===== src/rtl/nvcopy_pkg.sv =====
package nvcopy_pkg;
  typedef enum logic [1:0] {
    PH_IDLE   = 2'd0,
    PH_ERASE  = 2'd1,
    PH_PROG   = 2'd2,
    PH_RECALL = 2'd3
  } nv_phase_e;
endpackage


===== src/rtl/nvcopy_qual.sv =====
module nvcopy_qual #(
  parameter bit AUTO_EN_RST = 1'b1
) (
  input  logic clk,
  input  logic rst_n,
  input  logic idle_i,
  input  logic op_done_i,
  input  logic inhibit_i,
  input  logic sram_wr_i,
  input  logic sw_store_i,
  input  logic sw_recall_i,
  input  logic hw_store_req_i,
  input  logic supply_low_i,
  input  logic auto_on_i,
  input  logic auto_off_i,
  output logic store_go_o,
  output logic recall_go_o
);
  logic dirty_q, dirty_d;
  logic auto_en_q, auto_en_d;
  logic sl_q;
  logic pend_q, pend_d;
  logic sl_rise, auto_cand, auto_go, hw_go, sw_go;

  // Trigger qualification
  always_comb begin
    sl_rise     = supply_low_i & ~sl_q;
    auto_cand   = idle_i & (sl_rise | pend_q);
    auto_go     = auto_cand & auto_en_q & dirty_q;
    hw_go       = idle_i & hw_store_req_i & dirty_q;
    sw_go       = idle_i & sw_store_i;
    store_go_o  = auto_go | hw_go | sw_go;
    recall_go_o = idle_i & sw_recall_i & ~store_go_o;
  end

  // Next-state of the tracking flags
  always_comb begin
    dirty_d = dirty_q;
    if (op_done_i) begin
      dirty_d = 1'b0;
    end else if (sram_wr_i && !inhibit_i) begin
      dirty_d = 1'b1;
    end

    auto_en_d = auto_en_q;
    if (auto_off_i) begin
      auto_en_d = 1'b0;
    end else if (auto_on_i) begin
      auto_en_d = 1'b1;
    end

    pend_d = pend_q;
    if (idle_i) begin
      pend_d = 1'b0;
    end else if (sl_rise) begin
      pend_d = 1'b1;
    end
  end

  always_ff @(posedge clk or negedge rst_n) begin
    if (!rst_n) begin
      dirty_q   <= 1'b0;
      auto_en_q <= AUTO_EN_RST;
      sl_q      <= 1'b0;
      pend_q    <= 1'b0;
    end else begin
      dirty_q   <= dirty_d;
      auto_en_q <= auto_en_d;
      sl_q      <= supply_low_i;
      pend_q    <= pend_d;
    end
  end

  // a store from a clean image can only be the software command
  p_clean_only_sw_r3: assert property (@(posedge clk) disable iff (!rst_n)
    store_go_o && !sw_store_i |-> dirty_q);
  // a store with no software or hardware trigger needs auto enabled
  p_auto_gate_r5: assert property (@(posedge clk) disable iff (!rst_n)
    store_go_o && !sw_store_i && !hw_store_req_i |-> auto_en_q);
  // completion leaves the image clean
  p_dirty_clear_r6: assert property (@(posedge clk) disable iff (!rst_n)
    op_done_i |=> !dirty_q);
  // writes under inhibit never dirty the image
  p_no_set_inhibit_r6: assert property (@(posedge clk) disable iff (!rst_n)
    inhibit_i && !dirty_q |=> !dirty_q);
  // nothing starts while an operation is running
  p_busy_ignored_r9: assert property (@(posedge clk) disable iff (!rst_n)
    !idle_i |-> !store_go_o && !recall_go_o);
endmodule


===== src/rtl/nvcopy_phase.sv =====
module nvcopy_phase
  import nvcopy_pkg::*;
#(
  parameter int ERASE_CYC  = 8,
  parameter int PROG_CYC   = 12,
  parameter int RECALL_CYC = 6
) (
  input  logic      clk,
  input  logic      rst_n,
  input  logic      store_go_i,
  input  logic      recall_go_i,
  output nv_phase_e phase_o,
  output logic      idle_o,
  output logic      op_done_o
);
  localparam int MAX_EP = (ERASE_CYC > PROG_CYC) ? ERASE_CYC : PROG_CYC;
  localparam int MAXC   = (MAX_EP > RECALL_CYC) ? MAX_EP : RECALL_CYC;
  localparam int CW     = $clog2(MAXC + 1);
  localparam logic [CW-1:0] ERASE_LD  = CW'(ERASE_CYC - 1);
  localparam logic [CW-1:0] PROG_LD   = CW'(PROG_CYC - 1);
  localparam logic [CW-1:0] RECALL_LD = CW'(RECALL_CYC - 1);

  nv_phase_e     st_q, st_d;
  logic [CW-1:0] cnt_q, cnt_d;
  logic          cnt_zero, upd_en;

  always_comb begin
    cnt_zero  = (cnt_q == '0);
    st_d      = st_q;
    cnt_d     = cnt_q;
    op_done_o = 1'b0;
    case (st_q)
      PH_IDLE: begin
        if (store_go_i) begin
          st_d  = PH_ERASE;
          cnt_d = ERASE_LD;
        end else if (recall_go_i) begin
          st_d  = PH_RECALL;
          cnt_d = RECALL_LD;
        end
      end
      PH_ERASE: begin
        if (cnt_zero) begin
          st_d  = PH_PROG;
          cnt_d = PROG_LD;
        end else begin
          cnt_d = cnt_q - 1'b1;
        end
      end
      PH_PROG, PH_RECALL: begin
        if (cnt_zero) begin
          st_d      = PH_IDLE;
          op_done_o = 1'b1;
        end else begin
          cnt_d = cnt_q - 1'b1;
        end
      end
      default: st_d = PH_IDLE;
    endcase
  end

  assign upd_en = (st_q != PH_IDLE) | store_go_i | recall_go_i;

  always_ff @(posedge clk or negedge rst_n) begin
    if (!rst_n) begin
      st_q  <= PH_IDLE;
      cnt_q <= '0;
    end else if (upd_en) begin
      st_q  <= st_d;
      cnt_q <= cnt_d;
    end
  end

  assign phase_o = st_q;
  assign idle_o  = (st_q == PH_IDLE);

  // erase is only ever followed by program
  p_erase_then_prog_r2: assert property (@(posedge clk) disable iff (!rst_n)
    st_q == PH_ERASE |=> st_q == PH_ERASE || st_q == PH_PROG);
  // start requests only reach the sequencer when idle
  p_go_when_idle_r9: assert property (@(posedge clk) disable iff (!rst_n)
    store_go_i || recall_go_i |-> st_q == PH_IDLE);
  // completion returns to idle
  p_done_to_idle_r7: assert property (@(posedge clk) disable iff (!rst_n)
    op_done_o |=> st_q == PH_IDLE);
endmodule


===== src/rtl/nvcopy_seq.sv =====
module nvcopy_seq
  import nvcopy_pkg::*;
#(
  parameter int ERASE_CYC   = 8,
  parameter int PROG_CYC    = 12,
  parameter int RECALL_CYC  = 6,
  parameter bit AUTO_EN_RST = 1'b1
) (
  input  logic clk,
  input  logic rst_n,
  input  logic sram_wr_i,
  input  logic sw_store_i,
  input  logic sw_recall_i,
  input  logic auto_on_i,
  input  logic auto_off_i,
  input  logic hw_store_req_i,
  input  logic supply_low_i,
  output logic busy_n_o,
  output logic wip_o,
  output logic inhibit_o,
  output logic nv_erase_o,
  output logic nv_program_o,
  output logic nv_recall_o
);
  nv_phase_e phase;
  logic idle, op_done, store_go, recall_go;

  nvcopy_qual #(.AUTO_EN_RST(AUTO_EN_RST)) u_qual (
    .clk           (clk),
    .rst_n         (rst_n),
    .idle_i        (idle),
    .op_done_i     (op_done),
    .inhibit_i     (inhibit_o),
    .sram_wr_i     (sram_wr_i),
    .sw_store_i    (sw_store_i),
    .sw_recall_i   (sw_recall_i),
    .hw_store_req_i(hw_store_req_i),
    .supply_low_i  (supply_low_i),
    .auto_on_i     (auto_on_i),
    .auto_off_i    (auto_off_i),
    .store_go_o    (store_go),
    .recall_go_o   (recall_go)
  );

  nvcopy_phase #(
    .ERASE_CYC (ERASE_CYC),
    .PROG_CYC  (PROG_CYC),
    .RECALL_CYC(RECALL_CYC)
  ) u_phase (
    .clk        (clk),
    .rst_n      (rst_n),
    .store_go_i (store_go),
    .recall_go_i(recall_go),
    .phase_o    (phase),
    .idle_o     (idle),
    .op_done_o  (op_done)
  );

  assign busy_n_o     = idle;
  assign wip_o        = ~idle;
  assign inhibit_o    = ~idle | supply_low_i;
  assign nv_erase_o   = (phase == PH_ERASE);
  assign nv_program_o = (phase == PH_PROG);
  assign nv_recall_o  = (phase == PH_RECALL);

  // a running operation shows busy, inhibit and a single phase strobe
  p_busy_shape_r8: assert property (@(posedge clk) disable iff (!rst_n)
    wip_o |-> !busy_n_o && inhibit_o
              && $onehot({nv_erase_o, nv_program_o, nv_recall_o}));
  // supply low always blocks access
  p_supply_inhibit_r4: assert property (@(posedge clk) disable iff (!rst_n)
    supply_low_i |-> inhibit_o);
  // the end of erase hands straight to program
  p_prog_after_erase_r2: assert property (@(posedge clk) disable iff (!rst_n)
    $fell(nv_erase_o) |-> nv_program_o);
endmodule


===== config.mk =====
export PLATFORM = sky130hd
export DESIGN_NAME = nvcopy_seq
export DESIGN_NICKNAME = d
export VERILOG_FILES = /design/src/rtl/nvcopy_pkg.sv /design/src/rtl/nvcopy_qual.sv /design/src/rtl/nvcopy_phase.sv /design/src/rtl/nvcopy_seq.sv
export SDC_FILE = /design/constraint.sdc
export NUM_CORES = 1
export LEC_CHECK = 0
export BUFFER_PORTS_ARGS = -buffer_cell sky130_fd_sc_hd__buf_2
export CORE_MARGIN = 2
export CORE_UTILIZATION = 35
export CTS_CLUSTER_DIAMETER = 100
export DETAILED_ROUTE_END_ITERATION = 16
export HOLD_SLACK_MARGIN = 0.12
export SLEW_MARGIN = 10
export SYNTH_ARGS = -nofsm -noshare
export SYNTH_HDL_FRONTEND = slang
export SYNTH_SLANG_ARGS = --single-unit
export TNS_END_PERCENT = 1

===== constraint.sdc =====
create_clock -name clk -period 2.33 [get_ports clk]
set_clock_uncertainty 0.1 [all_clocks]
set_input_delay 0.233 -clock clk [delete_from_list [all_inputs] [get_ports clk]]
set_output_delay 0.233 -clock clk [all_outputs]
set_load 0.01 [all_outputs]

== After elaboration in Yosys (flattened, before gate mapping) ==
Cells that the tools add are included.
Storage, ports and cells
  bits in registers: 10
  input bits: 9
  output and inout bits: 6
  logic and storage cells: 61
Operators by class
  $add $sub $neg: 1
  eq/ne operators: 7
  mux-type cells: 18
  bitwise logic cells: 18
  reductions and logical operators: 11
Operators by type and width (count)
  $mux 4: 4
  $pmux 4 s3: 1
  $and 1x1->1: 9
  $mux 1: 8
  $mux 2: 4
  $reduce_bool 2->1: 4
  $or 1x1->1: 6
  $pmux 2 s3: 1
  $eq 2x2->1 const B: 2
  $logic_not 4->1: 1
  $ne 2x1->1 const B: 2
  $reduce_and 4->1: 1
  $sub 4x1->4 const B: 1
  $ne 3x1->1 const B: 1
  $not 1->1: 3
  $reduce_and 3->1: 1
  $eq 2x1->1 const B: 1
  $logic_not 2->1: 1
  $ne 2x2->1 const B: 1
  $reduce_or 2->1: 1
  $logic_and 1x1->1: 1
  $logic_not 1->1: 1

== Longest topological paths before layout ==
Gate-level depths: netlist of run 1.
  depth after elaboration: 13
  gate-level depth with buffers: 6

== Cells and area by module ==
Synthesis of run 1 repeated with hierarchy kept, for this count alone.
Unflattened totals
  cells, all modules: 63
  area, all modules: 601.8 um2
Modules (own cells, without submodules)
  nvcopy_phase: instances 1, cells an instance 41, area an instance 389.1 um2
  nvcopy_qual: instances 1, cells an instance 17, area an instance 180.2 um2
  nvcopy_seq: instances 1, cells an instance 5, area an instance 32.5 um2

== Worst setup path before layout of run 1 ==
No wires, ideal clock.
  path kind: flip-flop to flip-flop
  start point: reg u_phase.cnt_q[0]
  end point: reg u_phase.st_q[1] (netlist: u_phase.phase_o[1])
  library setup time: 0.120 ns
  arrival time: 1.397 ns
  path slack: 0.713 ns
  cell stages (with the launch flop): 7
  path buffers: 0
  period minus slack after synthesis: 1.617 ns
  cell sequence: dfrtp_1 -> inv_1 -> ha_1 -> or3b_2 -> nand2_1 -> nand2_1 -> a31o_2
Between the ends
  longest elaborated chain between the ends: 3
RTL lines
  start: declaration: RTL line nvcopy_phase.sv:24  | logic [CW-1:0] cnt_q, cnt_d;
  start signal: assignment: RTL line nvcopy_phase.sv:70  | cnt_q <= cnt_d;
  $logic_not 4->1 *: RTL line nvcopy_phase.sv:28  | cnt_zero = (cnt_q == '0);
  $ne 2x1->1 (no source line)
  $reduce_and 4->1 (no source line) *
  end signal: assignment: RTL line nvcopy_phase.sv:69  | st_q <= st_d;
  end: declaration: RTL line nvcopy_phase.sv:23  | nv_phase_e st_q, st_d;
Every way passes the cells marked *; elsewhere a longest branch is shown, timed or not.
A chain may end at the register's enable or synchronous reset.

== Final worst setup path of run 1 ==
  start point: in supply_low_i
  end point: reg u_phase.cnt_q[2]
Between the ends
  longest elaborated chain between the ends: 11
RTL lines
  start: declaration: RTL line nvcopy_seq.sv:17  | input logic supply_low_i,
  $and 1x1->1 *: RTL line nvcopy_qual.sv:27  | sl_rise = supply_low_i & ~sl_q;
  $or 1x1->1 *: RTL line nvcopy_qual.sv:28  | auto_cand = idle_i & (sl_rise | pend_q);
  $and 1x1->1 *: RTL line nvcopy_qual.sv:28
  $and 1x1->1 * (2 in a row): RTL line nvcopy_qual.sv:29  | auto_go = auto_cand & auto_en_q & dirty_q;
  $or 1x1->1 * (2 in a row): RTL line nvcopy_qual.sv:32  | store_go_o = auto_go | hw_go | sw_go;
  $not 1->1: RTL line nvcopy_qual.sv:33  | recall_go_o = idle_i & sw_recall_i & ~store_go_o;
  $and 1x1->1: RTL line nvcopy_qual.sv:33
  $ne 3x1->1 (no source line) or $or 1x1->1 (tied branches)
  $reduce_and 3->1 (no source line)
Marked as above.

==> flow_summary_export.csv, run 1 <==
group,metric,value,unit
power,vdd_drop_max,0.5249,mV
die,row_count,14,
worst_setup_path,critPathMaxFanout,5,
final_layout,drive_gt1_share,32.14,%
power,p_leak,0.0003397,uW
clock_tree,path_clk_slew,60,ps
sta,tns,0,ps
final_layout,instances_no_fill,100,
die,start_util,38.18,%
sta,slew_headroom,77.41,%
global_routing,grt_max_degree,11,
sta,layout_min_cycle_time,1786,ps
sta,setup_viol,0,
final_layout,final_common_cell,"buf_2",
yosys,syn_area,581.8,um2
yosys,synth-warning-count,0,
clock_tree,ctsResizeCount,0,
detailed_routing,post_drt_wl_per_cell,13.09,um
global_routing,grt_pass1_wl,2.263,mm
global_routing,grt_use_total,16.50,%
die,die_w,44.77,um
final_layout,layout_common_cells,"buf_2 (14), dfrtp_1 (9), nor2_1 (8), nand2_1 (8)",
global_routing,gr-total-overflow,0,
die,dieArea,2004,um2
yosys,synth_area_leaders,"dfrtp_1 (39%), nand2_1 (5.2%), nor2_1 (5.2%), dfstp_2 (4.5%), ha_1 (4.3%)",
yosys,ys_types,30,
yosys,avgSynthCellArea,9.384,um2
detailed_routing,vias_per_cell,4.950,
placement,place_inst,92,
final_layout,antenna_cells,0,
yosys,yosys_register_bits,10,
outcome,status,"finished, final reports clean",
yosys,synth.net_count,73,
die,die_h,44.77,um
clock_tree,worstSkewPairLatency,270,ps
placement,routabilityCongestion,0.8041,
die,io_pins,15,
sta,fin_crit_sh,76.66,%
detailed_routing,vias,495,
global_routing,grt_antenna_before_repair,0,
yosys,synth.top_cell.area_share,38.71,%
yosys,ys.flop_type,"dfrtp_1",
detailed_routing,drt-total-wl,1.309,mm
yosys,synth-seq-area-share,43.23,%
final_layout,syn_to_final_growth,26.24,%
clock_tree,h-tree-depth,1,
placement,port_buffers,14,
sta,slew_violations,0,
clock_tree,cts_sinks,10,
detailed_routing,drt_iter0_markers,7,
sta,rsz0062_at_grt,"false",
detailed_routing,ant_nets,0,
power,p_per_area,1200,nW/um2
sta,hold_viol_final,0,
final_layout,layout.nets,96,
worst_setup_path,worstSetupPathType,"in2reg",
worst_setup_path,cp-end-kind,"flip-flop",
clock_tree,cts_buffers,3,
sta,timing.fmax,559.8,MHz
detailed_routing,drcViolationCount,0,
clock_tree,clock-root-buffer,"clkbuf_4",
yosys,synth_edf_count,0,
clock_tree,clock_path_buffers,2,
detailed_routing,dr.pass1.iters,4,
worst_setup_path,cp.arrival,1810,ps
yosys,async_flop_share,100.0,%
global_routing,grt_pass1_vias,494,
worst_setup_path,start_kind,"input port",
yosys,yosys.area.top_type,"dfrtp_1",
worst_setup_path,worstPathRequired,2360,ps
job,drv_cap,0,
clock_tree,cts_tree,"yes",
die,coreArea,1524,um2
hold_path,hold_path.class,"in2reg",
sta,worst_pin_slew,336.0,ps
yosys,synth_cells,62,
## through the flow
step / util, % / cell area, um2 / total power, uW / hold WS, ps / setup WS (ps)
2_1_floorplan: - / 581.8 / 646.3 / -162.6 / 712.8
3_3_place_gp: 43.84 / 668.1 / 748.6 / 7.106 / 650.7
3_5_place_dp: 43.84 / 668.1 / 754.6 / 7.064 / 613.4
4_1_cts: 48.19 / 734.5 / 887.6 / 146.3 / 584.5
5_1_grt: 48.19 / 734.5 / 968.7 / 170.8 / 481.0
6_report: 48.19 / 734.5 / 881.1 / 142.3 / 543.8
## per-layer routing
layer	GRT usage, %	routed length, um	vias to the layer above
li1	-	-	258
met1	19.25	609	221
met2	27.25	604	14
met3	7.200	77	2
met4	5.294	18	0
met5	0	0	-
## cells by family after synthesis
family / share of synthesized area (%)
and+or+nand+nor: 25.38
DFF: 43.23
adders and majority gates: 4.300
buffers and inverters: 5.160
AOI/OAI and AO/OA: 21.94
## critical path, stage by stage
cell and delay (ps):
dlygate4sd3_1 550, buf_2 140, nor2b_1 130, o31a_1 320
o31ai_1 330, nand3_1 110
## worst paths after layout
check / startpoint / end / slack, ps / depth (start not counted)
max: supply_low_i / u_phase.cnt_q[2]$_DFFE_PN0P_ / 540 / 6
min: sram_wr_i / u_qual.dirty_q$_DFFE_PN0P_ / 140 / 3
max reg2reg: u_phase.cnt_q[0]$_DFFE_PN0P_ / u_phase.phase_o[1]$_DFFE_PN0P_ / 600 / 6
min reg2reg: u_phase.cnt_q[0]$_DFFE_PN0P_ / u_phase.cnt_q[0]$_DFFE_PN0P_ / 410 / 1
max in group asynchronous: rst_n / u_qual.auto_en_q$_DFFE_PN1P_ / 1580 / 2
min in group asynchronous: rst_n / u_qual.sl_q$_DFF_PN0_ / 280 / 2
## flip-flops by register name, summed over array words and instances, names as in the netlist
name / count
u_qual.dirty_q: 1
u_qual.auto_en_q: 1
u_qual.sl_q: 1
u_phase.cnt_q: 4
u_phase.phase_o: 2
u_qual.pend_q: 1
## report_power, final
| group | switching (uW) | internal (uW) | leakage, uW | total, uW |
|---|---|---|---|---|
| Combinational | 226 | 202 | 0.000211 | 429 |
| Clock | 58.8 | 66.2 | 0.0000150 | 125 |
| Sequential | 78.4 | 249 | 0.000114 | 327 |
## cells in the mapped netlist, drive strengths merged (2+ instances only)
| cell | count |
|---|---|
| nor2b | 2 |
| o21ai | 3 |
| nand2 | 8 |
| nor2 | 9 |
| a21oi | 4 |
| inv | 5 |
| o31a | 2 |
| ha | 2 |
| dfrtp | 9 |
## layout make-up
cell class / instances / area [um2]
Clock buffer: 4 / 26.28
Tap cell: 16 / 20.02
Timing Repair Buffer: 19 / 117.6
Sequential cell: 10 / 251.5
Inverter: 5 / 18.77
Multi-Input combinational cell: 46 / 300.3
Fill cell: 145 / 789.5
## repair_timing
action                                 4_1_cts  5_1_grt
setup buffers                                0        0
endpoints found under the hold margin       12        0
hold buffers                                 4        0
(Power assumes the default switching activity.)
==> inputs of run 2 (changes only) <==
--- a/config.mk
+++ b/config.mk
@@ -5,6 +5,7 @@
 export SDC_FILE = /design/constraint.sdc
 export NUM_CORES = 1
 export LEC_CHECK = 0
+export ABC_AREA = 1
 export BUFFER_PORTS_ARGS = -buffer_cell sky130_fd_sc_hd__buf_2
 export CORE_MARGIN = 2
 export CORE_UTILIZATION = 35
==> constraint.sdc (replaced) <==
create_clock -name clk -period 1.5 [get_ports clk]
set_clock_uncertainty 0.1 [all_clocks]
set_input_delay 0.15 -clock clk [delete_from_list [all_inputs] [get_ports clk]]
set_output_delay 0.15 -clock clk [all_outputs]
set_load 0.01 [all_outputs]
==> flow_summary_export.csv, run 2 <==
group,metric,value,unit
die,io_pins,15,
final_layout,layout_common_cells,"nand2_1 (24), inv_1 (14), buf_2 (12)",
worst_setup_path,r2r-start,"u_phase.phase_o[1]$_DFFE_PN0P_",
worst_setup_path,ff2ff_setup_slack,60,ps
clock_tree,cts_buffers,3,
hold_path,hold_path.class,"in2async",
die,dieArea,2146,um2
power,vdd_drop_max,0.9861,mV
global_routing,grt_use_total,14.52,%
final_layout,multiInputGateArea,325.3,um2
final_layout,layout.nets,122,
detailed_routing,vias,599,
sta,fin_crit_sh,98.43,%
die,die_w,46.32,um
clock_tree,cts_tree,"yes",
detailed_routing,top_layer,"met4",
placement,port_buffers,14,
sta,setup_viol,0,
sta,hold_viol_final,0,
clock_tree,path_clk_slew,70,ps
detailed_routing,drcViolationCount,0,
yosys,synth_edf_count,0,
placement,place_inst,122,
worst_setup_path,worstPathRequired,1250,ps
yosys,ys.flop_type,"dfrtp_1",
final_layout,antenna_cells,0,
yosys,synth-seq-area-share,40.12,%
global_routing,grt_pass1_vias,505,
clock_tree,h-tree-depth,1,
worst_setup_path,cp.arrival,1230,ps
global_routing,grt_antenna_before_repair,0,
detailed_routing,wl_met3,74,um
die,die_h,46.32,um
final_layout,finish.utilization,50.48,%
power,p_leak,0.0004961,uW
yosys,avgSynthCellArea,7.552,um2
global_routing,gr-total-overflow,0,
detailed_routing,dr.pass1.iters,4,
worst_setup_path,cp-end-kind,"primary output",
yosys,yosysMostFrequentCell,"nand2_1",
sta,rsz0062_at_grt,"true",
die,start_util,36.70,%
worst_setup_path,r2r-end,"u_phase.cnt_q[1]$_DFFE_PN0P_",
yosys,synth.net_count,94,
sta,tns,0,ps
final_layout,fillers,173,
final_layout,seq_area,254.0,um2
sta,layout_min_cycle_time,1476,ps
clock_tree,worstSkewPairLatency,260,ps
global_routing,grt_max_degree,11,
sta,slew_headroom,79.16,%
yosys,synth_area_leaders,"dfrtp_1 (36%), nand2_1 (16%), inv_1 (9.6%), nand3_1 (6.4%), dfstp_2 (4.2%)",
job,drv_cap,0,
final_layout,largest_reg_flops,4,
clock_tree,clock-root-buffer,"clkbuf_4",
worst_setup_path,critPathMaxFanout,2,
worst_setup_path,start_kind,"flip-flop",
detailed_routing,drt_iter0_markers,13,
placement,dp_slack,57.88,ps
power,p_per_area,1913,nW/um2
detailed_routing,drt-total-wl,1.317,mm
final_layout,instances_no_fill,135,
final_layout,top_register,"u_phase.cnt_q",
final_layout,final_common_cell,"nand2_1",
clock_tree,cts_sinks,10,
yosys,synth.top_cell.area_share,35.93,%
die,coreArea,1708,um2
detailed_routing,vias_per_cell,4.437,
detailed_routing,post_drt_wl_per_cell,9.756,um
final_layout,syn_to_final_growth,37.53,%
yosys,syn_area,626.9,um2
clock_tree,clock_path_buffers,2,
die,row_count,15,
placement,dp_hpwl,907.8,um
yosys,synth-warning-count,0,
sta,timing.fmax,677.3,MHz
detailed_routing,wl_met1,609,um
yosys,synth_cells,83,
sta,worst_slack,23.60,ps
worst_setup_path,worstRegToRegCells,8,
sta,worst_pin_slew,311.7,ps
final_layout,drive_gt1_share,33.64,%
yosys,yosys_register_bits,10,
yosys,ys_types,20,
yosys,async_flop_share,100.0,%
worst_setup_path,worstSetupPathType,"reg2out",
detailed_routing,ant_nets,0,
placement,routabilityCongestion,0.7360,
global_routing,grt_pass1_wl,2.180,mm
yosys,ys_top_cells_by_count,"nand2_1 (26), inv_1 (16), dfrtp_1 (9)",
outcome,status,"finished, final reports clean",
detailed_routing,wl_met2,621,um
sta,slew_violations,0,
yosys,yosys.area.top_type,"dfrtp_1",
-- run 2: changes by cell type after synthesis, moves of 2 or more --
cell	before	now
nand4_1	0	3
a21oi_1	4	2
nand2_1	8	26
nor2b_1	2	0
nor2_1	8	5
inv_1	4	16
o31a_1	2	0
nand3_1	1	8
-- run 2: critical path, cell delays in order, from the launching register on --
cell and delay [ps]:
dfrtp_2 430, nor2_4 150, inv_4 40, or2_4 230
buf_6 120
-- run 2: worst max path at each step --
stage	cells past startpoint	slack, ps	startpoint	to
global placement	8	100	u_phase.cnt_q[0]$_DFFE_PN0P_	u_phase.cnt_q[1]$_DFFE_PN0P_
global route	6	-30	u_phase.cnt_q[0]$_DFFE_PN0P_	u_phase.cnt_q[1]$_DFFE_PN0P_
finish	4	20	u_phase.phase_o[1]$_DFFE_PN0P_	inhibit_o
detailed placement	8	60	u_phase.cnt_q[0]$_DFFE_PN0P_	u_phase.cnt_q[1]$_DFFE_PN0P_
CTS	4	6	u_phase.phase_o[0]$_DFFE_PN0P_	inhibit_o
floorplan	6	180	u_phase.phase_o[1]$_DFFE_PN0P_	u_qual.dirty_q$_DFFE_PN0P_
-- run 2: metal layers --
layer  GRT usage, %  vias up
met5              0        -
met4          8.571        0
met3          2.353        2
met2          18.61       22
met1          22.17      267
li1               -      308
-- run 2: cell families after synthesis --
family          after synthesis  synth area share, %
simple gates                 49                40.72
flops                        10                40.12
buf+inv                      17                10.58
xor+xnor                      1                1.397
fa+ha+maj                     2                3.991
compound gates                4                3.192
-- run 2: final cells by class --
cell class,count,share of cell area [%]
clock buffers,4,3.048
inverters,17,7.692
repair buffers,23,18.43
multi-input cells,56,37.74
well taps,25,3.628
flip-flops and latches,10,29.46
-- run 2: per-stage QoR --
| stage | hold WS, ps | cell area [um2] | power [uW] |
|---|---|---|---|
| CTS | 163.3 | 837.1 | 1598 |
| global route | 196.0 | 862.1 | 1841 |
| floorplan | -245.6 | 626.9 | 1095 |
| global placement | -74.67 | 728.2 | 1289 |
| detailed placement | -72.02 | 728.2 | 1295 |
| finish | 186.4 | 862.1 | 1649 |
-- run 2: what timing repair did --
item | 4_1_cts | 5_1_grt
endpoints found under the setup margin | 1 | 7
resized for setup | 2 | 8
cloned | 0 | 0
pin swaps | 1 | 3
hold buffers | 5 | 0
endpoints found under the hold margin | 14 | 0
buffers inserted | 4 | 1
-- run 2: where the power goes --
part           total (uW)  switching [uW]  internal [uW]
combinational         975             541            435
sequential            481            89.0            392
clock                 192            89.6            103
total                1650             719            930
==> inputs of run 3 (changes only) <==
--- a/config.mk
+++ b/config.mk
@@ -12,6 +12,7 @@
 export CTS_CLUSTER_DIAMETER = 100
 export DETAILED_ROUTE_END_ITERATION = 16
 export HOLD_SLACK_MARGIN = 0.12
+export PLACE_DENSITY_LB_ADDON = 0.25
 export SLEW_MARGIN = 10
 export SYNTH_ARGS = -nofsm -noshare
 export SYNTH_HDL_FRONTEND = slang
==> flow_summary_export.csv, run 3 (synthesized netlist as in run 2, its figures left out) <==
group,metric,value,unit
die,die_w,46.32,um
placement,dp_hpwl,986.9,um
die,start_util,36.70,%
clock_tree,cts_buffers,3,
clock_tree,cts_sinks,10,
final_layout,antenna_cells,0,
clock_tree,worstSkewPairLatency,270,ps
hold_path,hold_path.class,"in2async",
sta,layout_min_cycle_time,1488,ps
power,vdd_drop_max,0.7241,mV
power,p_leak,0.0005047,uW
worst_setup_path,cp-end-kind,"primary output",
placement,port_buffers,14,
outcome,status,"finished, final reports clean",
placement,routabilityCongestion,0.8008,
detailed_routing,post_drt_wl_per_cell,10.05,um
sta,setup_viol,0,
final_layout,top_register,"u_phase.cnt_q",
global_routing,grt_pass1_vias,559,
die,dieArea,2146,um2
die,io_pins,15,
global_routing,grt_pass1_wl,2.318,mm
clock_tree,h-tree-depth,1,
worst_setup_path,worstPathRequired,1250,ps
detailed_routing,drcViolationCount,0,
final_layout,layout_common_cells,"nand2_1 (25), inv_1 (14), buf_2 (13)",
clock_tree,cts_tree,"yes",
sta,tns,0,ps
sta,worst_pin_slew,232.8,ps
die,row_count,15,
sta,rsz0062_at_grt,"true",
final_layout,layout.nets,123,
sta,timing.fmax,672.2,MHz
clock_tree,clock-root-buffer,"clkbuf_4",
sta,hold_viol_final,0,
detailed_routing,drt_iter0_markers,10,
final_layout,syn_to_final_growth,39.52,%
sta,fin_crit_sh,99.18,%
global_routing,grt_max_degree,11,
worst_setup_path,critPathMaxFanout,2,
global_routing,grt_use_total,15.27,%
detailed_routing,dr.pass1.iters,6,
global_routing,gr-total-overflow,0,
clock_tree,path_clk_slew,70,ps
detailed_routing,vias_per_cell,4.529,
final_layout,final_common_cell,"nand2_1",
sta,slew_violations,0,
die,die_h,46.32,um
worst_setup_path,start_kind,"flip-flop",
final_layout,largest_reg_flops,4,
detailed_routing,vias,616,
power,p_per_area,1949,nW/um2
job,drv_cap,0,
detailed_routing,drt-total-wl,1.367,mm
worst_setup_path,cp.arrival,1240,ps
worst_setup_path,worstSetupPathType,"reg2out",
detailed_routing,ant_nets,0,
power,p_total,1705,uW
final_layout,drive_gt1_share,34.23,%
clock_tree,clock_path_buffers,2,
sta,slew_headroom,84.48,%
final_layout,finish.utilization,51.21,%
global_routing,grt_antenna_before_repair,0,
die,coreArea,1708,um2
[run 3: layout make-up]
| type | instances | area (um2) |
|---|---|---|
| Clock buffer | 4 | 36.28 |
| Fill cell | 170 | 833.3 |
| Inverter | 17 | 66.31 |
| Multi-Input combinational cell | 56 | 322.8 |
| Sequential cell | 10 | 254.0 |
| Tap cell | 25 | 31.28 |
| Timing Repair Buffer | 24 | 163.9 |
[run 3: through the flow]
| step | setup WS, ps | std cells | hold slack [ps] | instance area, um2 |
|---|---|---|---|---|
| finish | 12.28 | 136 | 170.0 | 874.6 |
| global route | -12.76 | 136 | 201.9 | 874.6 |
| CTS | 1.294 | 135 | 169.6 | 853.3 |
| detailed placement | 27.68 | 122 | -75.48 | 728.2 |
| global placement | 65.26 | 122 | -70.29 | 728.2 |
| floorplan | 177.5 | 83 | -245.6 | 626.9 |
[run 3: metal layers]
layer / vias to the layer above / GRT usage, % / share of wire (%)
met5: - / 0 / 0
met4: 0 / 6.857 / 1.9
met3: 4 / 3.922 / 5.1
met2: 19 / 25.83 / 49
met1: 279 / 17.90 / 44
li1: 314 / - / -
[run 3: final timing paths]
kind | startpoint | end | slack [ps] | cells past startpoint
max in group asynchronous | rst_n | u_qual.auto_en_q$_DFFE_PN1P_ | 870 | 2
setup / recovery | u_phase.phase_o[0]$_DFFE_PN0P_ | inhibit_o | 10 | 4
setup reg to reg | u_phase.phase_o[0]$_DFFE_PN0P_ | u_phase.cnt_q[3]$_DFFE_PN0P_ | 80 | 8
min in group clk | sw_recall_i | u_phase.phase_o[0]$_DFFE_PN0P_ | 190 | 4
hold reg to reg | u_qual.dirty_q$_DFFE_PN0P_ | u_qual.dirty_q$_DFFE_PN0P_ | 410 | 2
hold / removal | rst_n | u_phase.cnt_q[3]$_DFFE_PN0P_ | 170 | 2
[run 3: power breakdown]
part | total [uW] | internal (uW) | switching (uW)
Sequential | 480 | 392 | 87.8
Clock | 247 | 147 | 99.3
Combinational | 978 | 429 | 550
Total | 1700 | 968 | 737
[run 3: critical path, cell delays in order, from the launching register on]
cell and delay (ps):
dfrtp_2 430, nor2_4 150, inv_4 40, or2_4 230, buf_6 120
[run 3: timing repair]
action,4_1_cts,5_1_grt
hold endpoints to repair,14,0
pin swaps,2,1
gates cloned,0,0
resized for setup,3,6
setup buffers,4,1
hold buffers,5,0
endpoints found under the setup margin,3,7
